==> config.mk <==
export PLATFORM = sky130hd
export DESIGN_NAME = lpc_irq_hub
export DESIGN_NICKNAME = d
export VERILOG_FILES = /design/src/rtl/lpc_irq_pkg.sv /design/src/rtl/lpc_irq_latch.sv /design/src/rtl/lpc_irq_errcap.sv /design/src/rtl/lpc_irq_cascade.sv /design/src/rtl/lpc_irq_hub.sv
export SDC_FILE = /design/constraint.sdc
export NUM_CORES = 1
export LEC_CHECK = 0
export ABC_AREA = 1
export ABC_CLOCK_PERIOD_IN_PS = 3400
export CORE_ASPECT_RATIO = 1.4
export CORE_MARGIN = 2
export CORE_UTILIZATION = 55
export CTS_BUF_LIST = sky130_fd_sc_hd__clkbuf_4 sky130_fd_sc_hd__clkbuf_8 sky130_fd_sc_hd__clkbuf_16
export CTS_CLUSTER_SIZE = 10
export DETAILED_ROUTE_END_ITERATION = 6
export DONT_BUFFER_PORTS = 1
export PLACE_DENSITY = 0.71
export SETUP_SLACK_MARGIN = 0.2
export SKIP_LAST_GASP = 1
export SYNTH_ARGS = -nofsm -noshare
export SYNTH_HDL_FRONTEND = slang
export SYNTH_HIERARCHICAL = 1
export SYNTH_SLANG_ARGS = --single-unit
==> constraint.sdc <==
create_clock -name clk -period 3.4 [get_ports clk]
set_input_delay 1.02 -clock clk [delete_from_list [all_inputs] [get_ports clk]]
set_output_delay 1.02 -clock clk [all_outputs]
set_load 0.05 [all_outputs]
==> src/rtl/lpc_irq_pkg.sv <==
package lpc_irq_pkg;
  localparam int REG_W  = 32;
  localparam int SIRQ_N = 17;
  localparam int ERR_N  = 6;
  localparam int BM_N   = 2;

  localparam logic [7:0] OFS_SCTL  = 8'h30;
  localparam logic [7:0] OFS_MASK  = 8'h34;
  localparam logic [7:0] OFS_STAT  = 8'h38;
  localparam logic [7:0] OFS_EADR  = 8'h40;
  localparam logic [7:0] OFS_MSTAT = 8'h50;
  localparam logic [7:0] OFS_MMASK = 8'h54;
  localparam logic [7:0] OFS_MPOL  = 8'h58;

  localparam int BIT_BUSRST = 10;
  localparam int BIT_ERR_LO = 2;
  localparam int BIT_BM0    = 1;
  localparam int BIT_BM1    = 0;
  localparam int BIT_CASC   = 11;

  localparam int SCTL_EN    = 31;
  localparam int SCTL_QUIET = 30;
  localparam int SCTL_WHI   = 25;
  localparam int SCTL_WLO   = 24;
  localparam int SCTL_AUTO  = 23;

  localparam logic [REG_W-1:0] ERR_GRP  = 32'h0000_04FC;
  localparam logic [REG_W-1:0] STAT_IMP = 32'hFFFF_84FF;

  typedef struct packed {
    logic       en;
    logic       quiet;
    logic [1:0] width;
    logic       autoclr;
  } sctl_t;
endpackage

==> src/rtl/lpc_irq_latch.sv <==
module lpc_irq_latch
  import lpc_irq_pkg::*;
#(
  parameter int W  = REG_W,
  parameter int NS = SIRQ_N
) (
  input  logic            clk,
  input  logic            rst_n,
  input  logic [NS-1:0]   sirq_lvl,
  input  logic            sirq_en,
  input  logic            auto_clr,
  input  logic [W-NS-1:0] low_evt,
  input  logic [W-1:0]    clr_ones,
  output logic [W-1:0]    stat_q
);
  localparam int LOW_N = W - NS;

  logic [NS-1:0] lvl_gated;
  logic [W-1:0]  stat_nxt;
  logic [W-1:0]  stat_r;

  assign lvl_gated = sirq_lvl & {NS{sirq_en}};

  generate
    for (genvar b = 0; b < W; b++) begin : g_bit
      if (b >= LOW_N) begin : g_sirq
        localparam int N = W - 1 - b;
        assign stat_nxt[b] = auto_clr    ? lvl_gated[N] :
                             clr_ones[b] ? 1'b0 :
                             (stat_r[b] | lvl_gated[N]);


        auto_follow_chk: assert property (@(posedge clk) disable iff (!rst_n)
          auto_clr |=> (stat_q[b] == $past(lvl_gated[N])));


        sirq_clear_chk: assert property (@(posedge clk) disable iff (!rst_n)
          (!auto_clr && clr_ones[b]) |=> !stat_q[b]);
      end else begin : g_evt
        assign stat_nxt[b] = (stat_r[b] & ~clr_ones[b]) | low_evt[b];
      end
    end
  endgenerate

  always_ff @(posedge clk or negedge rst_n) begin
    if (!rst_n) stat_r <= '0;
    else        stat_r <= stat_nxt;
  end

  assign stat_q = stat_r;


  evt_capture_chk: assert property (@(posedge clk) disable iff (!rst_n)
    (low_evt != '0) |=> ((stat_q[LOW_N-1:0] & $past(low_evt)) == $past(low_evt)));


  sirq_gate_chk: assert property (@(posedge clk) disable iff (!rst_n)
    !sirq_en |=> ((stat_q[W-1:LOW_N] & ~$past(stat_q[W-1:LOW_N])) == '0));
endmodule

==> src/rtl/lpc_irq_errcap.sv <==
module lpc_irq_errcap #(
  parameter int AW_E = 32,
  parameter int NE   = 6
) (
  input  logic            clk,
  input  logic            rst_n,
  input  logic [NE-1:0]   err_evt,
  input  logic [AW_E-1:0] err_addr,
  input  logic            grp_busy,
  output logic [AW_E-1:0] addr_q
);
  logic            cap_en;
  logic [AW_E-1:0] addr_nxt;
  logic [AW_E-1:0] addr_r;

  assign cap_en = (|err_evt) & ~grp_busy;

  always_comb begin
    addr_nxt = addr_r;
    if (cap_en) addr_nxt = err_addr;
  end

  always_ff @(posedge clk or negedge rst_n) begin
    if (!rst_n) addr_r <= '0;
    else        addr_r <= addr_nxt;
  end

  assign addr_q = addr_r;


  addr_hold_chk: assert property (@(posedge clk) disable iff (!rst_n)
    grp_busy |=> $stable(addr_q));


  addr_take_chk: assert property (@(posedge clk) disable iff (!rst_n)
    ((|err_evt) && !grp_busy) |=> (addr_q == $past(err_addr)));
endmodule

==> src/rtl/lpc_irq_cascade.sv <==
module lpc_irq_cascade (
  input  logic clk,
  input  logic rst_n,
  input  logic host_irq,
  input  logic wr_stat,
  input  logic wr_mask,
  input  logic wr_pol,
  input  logic wbit,
  output logic st_q,
  output logic mk_q,
  output logic pol_q,
  output logic master_irq
);
  logic st_nxt, mk_nxt, pol_nxt;
  logic st_r, mk_r, pol_r;

  always_comb begin
    st_nxt  = (st_r & ~(wr_stat & wbit)) | host_irq;
    mk_nxt  = wr_mask ? wbit : mk_r;
    pol_nxt = wr_pol  ? wbit : pol_r;
  end

  always_ff @(posedge clk or negedge rst_n) begin
    if (!rst_n) begin
      st_r  <= 1'b0;
      mk_r  <= 1'b0;
      pol_r <= 1'b0;
    end else begin
      st_r  <= st_nxt;
      mk_r  <= mk_nxt;
      pol_r <= pol_nxt;
    end
  end

  assign st_q       = st_r;
  assign mk_q       = mk_r;
  assign pol_q      = pol_r;
  assign master_irq = (st_r & mk_r) ^ pol_r;


  casc_set_chk: assert property (@(posedge clk) disable iff (!rst_n)
    host_irq |=> st_q);


  casc_clr_chk: assert property (@(posedge clk) disable iff (!rst_n)
    (wr_stat && wbit && !host_irq) |=> !st_q);
endmodule

==> src/rtl/lpc_irq_hub.sv <==
module lpc_irq_hub
  import lpc_irq_pkg::*;
#(
  parameter int AW = 8,
  parameter int DW = REG_W,
  parameter int NS = SIRQ_N,
  parameter int NE = ERR_N
) (
  input  logic          clk,
  input  logic          rst_n,
  input  logic          reg_sel,
  input  logic          reg_wr,
  input  logic [AW-1:0] reg_addr,
  input  logic [DW-1:0] reg_wdata,
  output logic [DW-1:0] reg_rdata,
  input  logic [NS-1:0] sirq_lvl,
  input  logic          bus_rst_evt,
  input  logic [NE-1:0] err_evt,
  input  logic [DW-1:0] err_addr,
  input  logic [BM_N-1:0] bm_req,
  output logic          host_irq,
  output logic          master_irq
);
  localparam int LOW_N = DW - NS;
  localparam logic [AW-1:0] A_SCTL  = AW'(OFS_SCTL);
  localparam logic [AW-1:0] A_MASK  = AW'(OFS_MASK);
  localparam logic [AW-1:0] A_STAT  = AW'(OFS_STAT);
  localparam logic [AW-1:0] A_EADR  = AW'(OFS_EADR);
  localparam logic [AW-1:0] A_MSTAT = AW'(OFS_MSTAT);
  localparam logic [AW-1:0] A_MMASK = AW'(OFS_MMASK);
  localparam logic [AW-1:0] A_MPOL  = AW'(OFS_MPOL);

  // reset: asserted asynchronously, released on a clock edge
  logic [1:0] rst_sync;
  logic       rst_i;

  always_ff @(posedge clk or negedge rst_n) begin
    if (!rst_n) rst_sync <= 2'b00;
    else        rst_sync <= {rst_sync[0], 1'b1};
  end
  assign rst_i = rst_sync[1];

  // write decode
  logic wr_go;
  logic wr_sctl, wr_mask, wr_stat, wr_mstat, wr_mmask, wr_mpol;

  assign wr_go    = reg_sel & reg_wr;
  assign wr_sctl  = wr_go & (reg_addr == A_SCTL);
  assign wr_mask  = wr_go & (reg_addr == A_MASK);
  assign wr_stat  = wr_go & (reg_addr == A_STAT);
  assign wr_mstat = wr_go & (reg_addr == A_MSTAT);
  assign wr_mmask = wr_go & (reg_addr == A_MMASK);
  assign wr_mpol  = wr_go & (reg_addr == A_MPOL);

  // serial control register
  sctl_t sctl_r, sctl_nxt;

  always_comb begin
    sctl_nxt = sctl_r;
    if (wr_sctl) begin
      sctl_nxt.en      = reg_wdata[SCTL_EN];
      sctl_nxt.quiet   = reg_wdata[SCTL_QUIET];
      sctl_nxt.width   = reg_wdata[SCTL_WHI:SCTL_WLO];
      sctl_nxt.autoclr = reg_wdata[SCTL_AUTO];
    end
  end

  always_ff @(posedge clk or negedge rst_i) begin
    if (!rst_i) sctl_r <= '0;
    else        sctl_r <= sctl_nxt;
  end

  // enable mask register
  logic [DW-1:0] mask_r, mask_nxt;

  always_comb begin
    mask_nxt = mask_r;
    if (wr_mask) mask_nxt = reg_wdata & STAT_IMP;
  end

  always_ff @(posedge clk or negedge rst_i) begin
    if (!rst_i) mask_r <= '0;
    else        mask_r <= mask_nxt;
  end

  // event vector for the low status bits
  logic [LOW_N-1:0] low_evt;

  always_comb begin
    low_evt                               = '0;
    low_evt[BIT_BUSRST]                   = bus_rst_evt;
    low_evt[BIT_ERR_LO+NE-1:BIT_ERR_LO]   = err_evt;
    low_evt[BIT_BM0]                      = bm_req[0];
    low_evt[BIT_BM1]                      = bm_req[1];
  end

  logic [DW-1:0] clr_ones;
  logic [DW-1:0] stat_q;

  assign clr_ones = wr_stat ? reg_wdata : '0;

  lpc_irq_latch #(.W(DW), .NS(NS)) u_latch (
    .clk      (clk),
    .rst_n    (rst_i),
    .sirq_lvl (sirq_lvl),
    .sirq_en  (sctl_r.en),
    .auto_clr (sctl_r.autoclr),
    .low_evt  (low_evt),
    .clr_ones (clr_ones),
    .stat_q   (stat_q)
  );

  logic          grp_busy;
  logic [DW-1:0] eaddr_q;

  assign grp_busy = |(stat_q & ERR_GRP);

  lpc_irq_errcap #(.AW_E(DW), .NE(NE)) u_errcap (
    .clk      (clk),
    .rst_n    (rst_i),
    .err_evt  (err_evt),
    .err_addr (err_addr),
    .grp_busy (grp_busy),
    .addr_q   (eaddr_q)
  );

  assign host_irq = |(stat_q & mask_r);

  logic mst_q, mmk_q, mpol_q;

  lpc_irq_cascade u_casc (
    .clk        (clk),
    .rst_n      (rst_i),
    .host_irq   (host_irq),
    .wr_stat    (wr_mstat),
    .wr_mask    (wr_mmask),
    .wr_pol     (wr_mpol),
    .wbit       (reg_wdata[BIT_CASC]),
    .st_q       (mst_q),
    .mk_q       (mmk_q),
    .pol_q      (mpol_q),
    .master_irq (master_irq)
  );

  // read mux
  always_comb begin
    reg_rdata = '0;
    unique case (reg_addr)
      A_SCTL: begin
        reg_rdata[SCTL_EN]           = sctl_r.en;
        reg_rdata[SCTL_QUIET]        = sctl_r.quiet;
        reg_rdata[SCTL_WHI:SCTL_WLO] = sctl_r.width;
        reg_rdata[SCTL_AUTO]         = sctl_r.autoclr;
      end
      A_MASK:  reg_rdata = mask_r;
      A_STAT:  reg_rdata = stat_q;
      A_EADR:  reg_rdata = eaddr_q;
      A_MSTAT: reg_rdata[BIT_CASC] = mst_q;
      A_MMASK: reg_rdata[BIT_CASC] = mmk_q;
      A_MPOL:  reg_rdata[BIT_CASC] = mpol_q;
      default: reg_rdata = '0;
    endcase
  end


  mask_impl_chk: assert property (@(posedge clk) disable iff (!rst_i)
    wr_mask |=> ((mask_r & ~STAT_IMP) == '0));
endmodule

==> flow_metrics.env <==
export IMPL_outcome="completed"
export IMPL_first_global_vias=4911
export IMPL_htreeDepth=3
export IMPL_finalClockSkew_ns=0.006886
export IMPL_cts_buffers=9
export IMPL_worstHoldPathType="input pin to asynchronous set/reset pin"
export IMPL_netlist_instances=741
export IMPL_dp_worst_setup_slack_ns=0.2418
export IMPL_grt_pass1_wl_mm=24.50
export IMPL_critPathLaunchType="input pin"
export IMPL_io_buffers=0
export IMPL_final_cells=910
export IMPL_leakage_nw=3.594
export IMPL_drive_gt1_frac=0.2258
export IMPL_antenna_left=0
export IMPL_placed_cells=894
export IMPL_first_pass_iters=7
export IMPL_worst_pin_slew_ns=1.158
export IMPL_syn_area_per_cell_um2=7.536
export IMPL_grt_overflow=0
export IMPL_fp_row_count=43
export IMPL_clk_pin_slew_worst_paths_ns=0.07
export IMPL_whs_ns=0.3592
export IMPL_slew_viol_final=0
export IMPL_routabilityCongestion=0.9108
export IMPL_p_total_w=0.002681
export IMPL_grt_setup_unrepaired="no"
export IMPL_setup_viol=0
export IMPL_cp_arrival_ns=2.06
export IMPL_drt_iter0_markers=333
export IMPL_wirelength_mm=15.51
export IMPL_drv_cap=0
export IMPL_ios=136
export IMPL_synth_yosys_seq_area_share=0.4481
export IMPL_wl_met1_mm=6.001
export IMPL_wl_per_cell_um=17.04
export IMPL_yosysWarnings=6
export IMPL_antenna_found_initial=0
export IMPL_crit_fanout=14
export IMPL_wl_met2_mm=7.771
export IMPL_drcViolationCount=0
export IMPL_dieArea_um2=10990
export IMPL_hold_viol=0
export IMPL_final_common_cell="nand2_1"
export IMPL_fmax_mhz=324.3
export IMPL_clk_latency_ns=0.34
export IMPL_final_cell_mix="nand2_1 (265), dfrtp_1 (99), inv_1 (73)"
export IMPL_die_h_um=123.2
export IMPL_core_area_um2=9899
export IMPL_synth_area_um2=5584
export IMPL_vdd_drop_max_uv=254.5
export IMPL_hpwl_mm=10.76
export IMPL_nets=872
export IMPL_crit_path_end_kind="output port"
export IMPL_postCtsSetupBuffers=0
export IMPL_ys_ff_latch=100
export IMPL_vias=4893
export IMPL_maxSlewHeadroom=0.2281
export IMPL_clock_root_buffer="clkbuf_16"
export IMPL_num_antenna_cells=0
export IMPL_fin_setup_tns_ns=0
export IMPL_crit_type="input pin to output port"
export IMPL_track_usage=0.2971
export IMPL_period_needed_ns=3.084
export IMPL_powerDensity_nw_per_um2=409.3
export IMPL_die_x_um=89.16
export IMPL_area_growth_pct=17.30
export IMPL_cts_tree="yes"
export IMPL_highest_layer="met4"
export IMPL_crit_required_ns=2.38
export IMPL_cts_hold_fix_buffers=0
export IMPL_finalCritPeriodShare=0.9070
export IMPL_finalWorstSetupSlack_ns=0.3161
export IMPL_grt_max_degree=89
export IMPL_cts_sinks=100
export IMPL_routed_via_density=5.377
export IMPL_yosysUniqueCellTypes=30
export IMPL_clock_path_buffers=2
export IMPL_start_util=0.5641
export IMPL_met3_length_mm=1.169
[worst paths after layout]
path | startpoint | end | slack, ns | cells past startpoint
max in group asynchronous | rst_sync[1]$_DFF_PN0_ | sctl_r[4]$_DFFE_PN0P_ | 2.06 | 1
worst max-delay path | reg_addr[4] | reg_rdata[28] | 0.32 | 8
worst min register to register | rst_sync[0]$_DFF_PN0_ | rst_sync[1]$_DFF_PN0_ | 0.36 | 0
worst min-delay path | rst_n | rst_sync[1]$_DFF_PN0_ | 0.36 | 0
min in group clk | rst_sync[0]$_DFF_PN0_ | rst_sync[1]$_DFF_PN0_ | 0.36 | 0
worst max register to register | u_latch/stat_q[6]$_DFF_PN0_ | u_errcap/addr_q[10]$_DFFE_PN0P_ | 1.71 | 6
[metal layers]
layer,track usage,vias up
met5,0,-
met4,0.1166,0
met3,0.07009,42
met2,0.4907,217
met1,0.3740,2312
li1,-,2322
[sequential cells by signal, summed over array words and instances (netlist names)]
signal           count
u_casc/st_q          1
mask_r              26
u_casc/mk_q          1
rst_sync             2
u_latch/stat_q      32
sctl_r               5
u_errcap/addr_q     32
u_casc/pol_q         1
[power by group]
| group | switching, W | internal (W) | leakage [nW] |
|---|---|---|---|
| combinational | 0.000144 | 0.0000922 | 2.20 |
| clock | 0.000446 | 0.000612 | 0.148 |
| sequential | 0.000103 | 0.00128 | 1.25 |
[critical path, cell delays in order]
cell and delay [ns]:
nand2_1 0.06, nor3_4 0.18, nand2_1 0.16, inv_2 0.09, buf_6 0.18, nand2_1 0.10, nand3_2 0.12, buf_12 0.14
[synth_stat cells, drive strengths merged]
library cell,count,area share
nand4,7,0.0078
buf,29,0.050
dfrtp,100,0.45
nand3,76,0.070
a21oi,17,0.022
nor3,3,0.0036
clkbuf,1,0.00067
o21bai,15,0.020
o21ai,7,0.0076
and2,2,0.0022
bufinv,1,0.0031
nor2,70,0.052
conb,2,0.0013
nand2,330,0.25
nor4,2,0.0022
inv,79,0.054
[timing repair]
item                       4_1_cts  5_1_grt
hold endpoints to repair         0        0
setup endpoints to repair        0       16
gates resized for setup          0        3
[through the flow]
step	util	instance area, um2
after floorplan	-	5703
after CTS	0.6604	6538
after global placement	0.6289	6226
after detailed placement	0.6289	6226
after global routing	0.6617	6550
final	0.6617	6550
[logic make-up (layout without fill, tap and decap cells)]
group / count (synthesis) / after routing / synth area share
and+or+nand+nor: 490 / 490 / 0.3921
buffers and inverters: 110 / 139 / 0.1087
DFF: 100 / 100 / 0.4481
AOI/OAI and AO/OA: 39 / 39 / 0.04974
other: 2 / 7 / 0.001345
[cell type report]
cell class / count / area [um2]
flip-flops and latches: 100 / 2506
repair buffers: 43 / 639.4
inverters: 80 / 321.6
clock inverters: 5 / 58.81
fillers: 856 / 3349
multi-input cells: 536 / 2603
well taps: 135 / 168.9
clock buffers: 11 / 252.7
(Power assumes the default switching activity.)
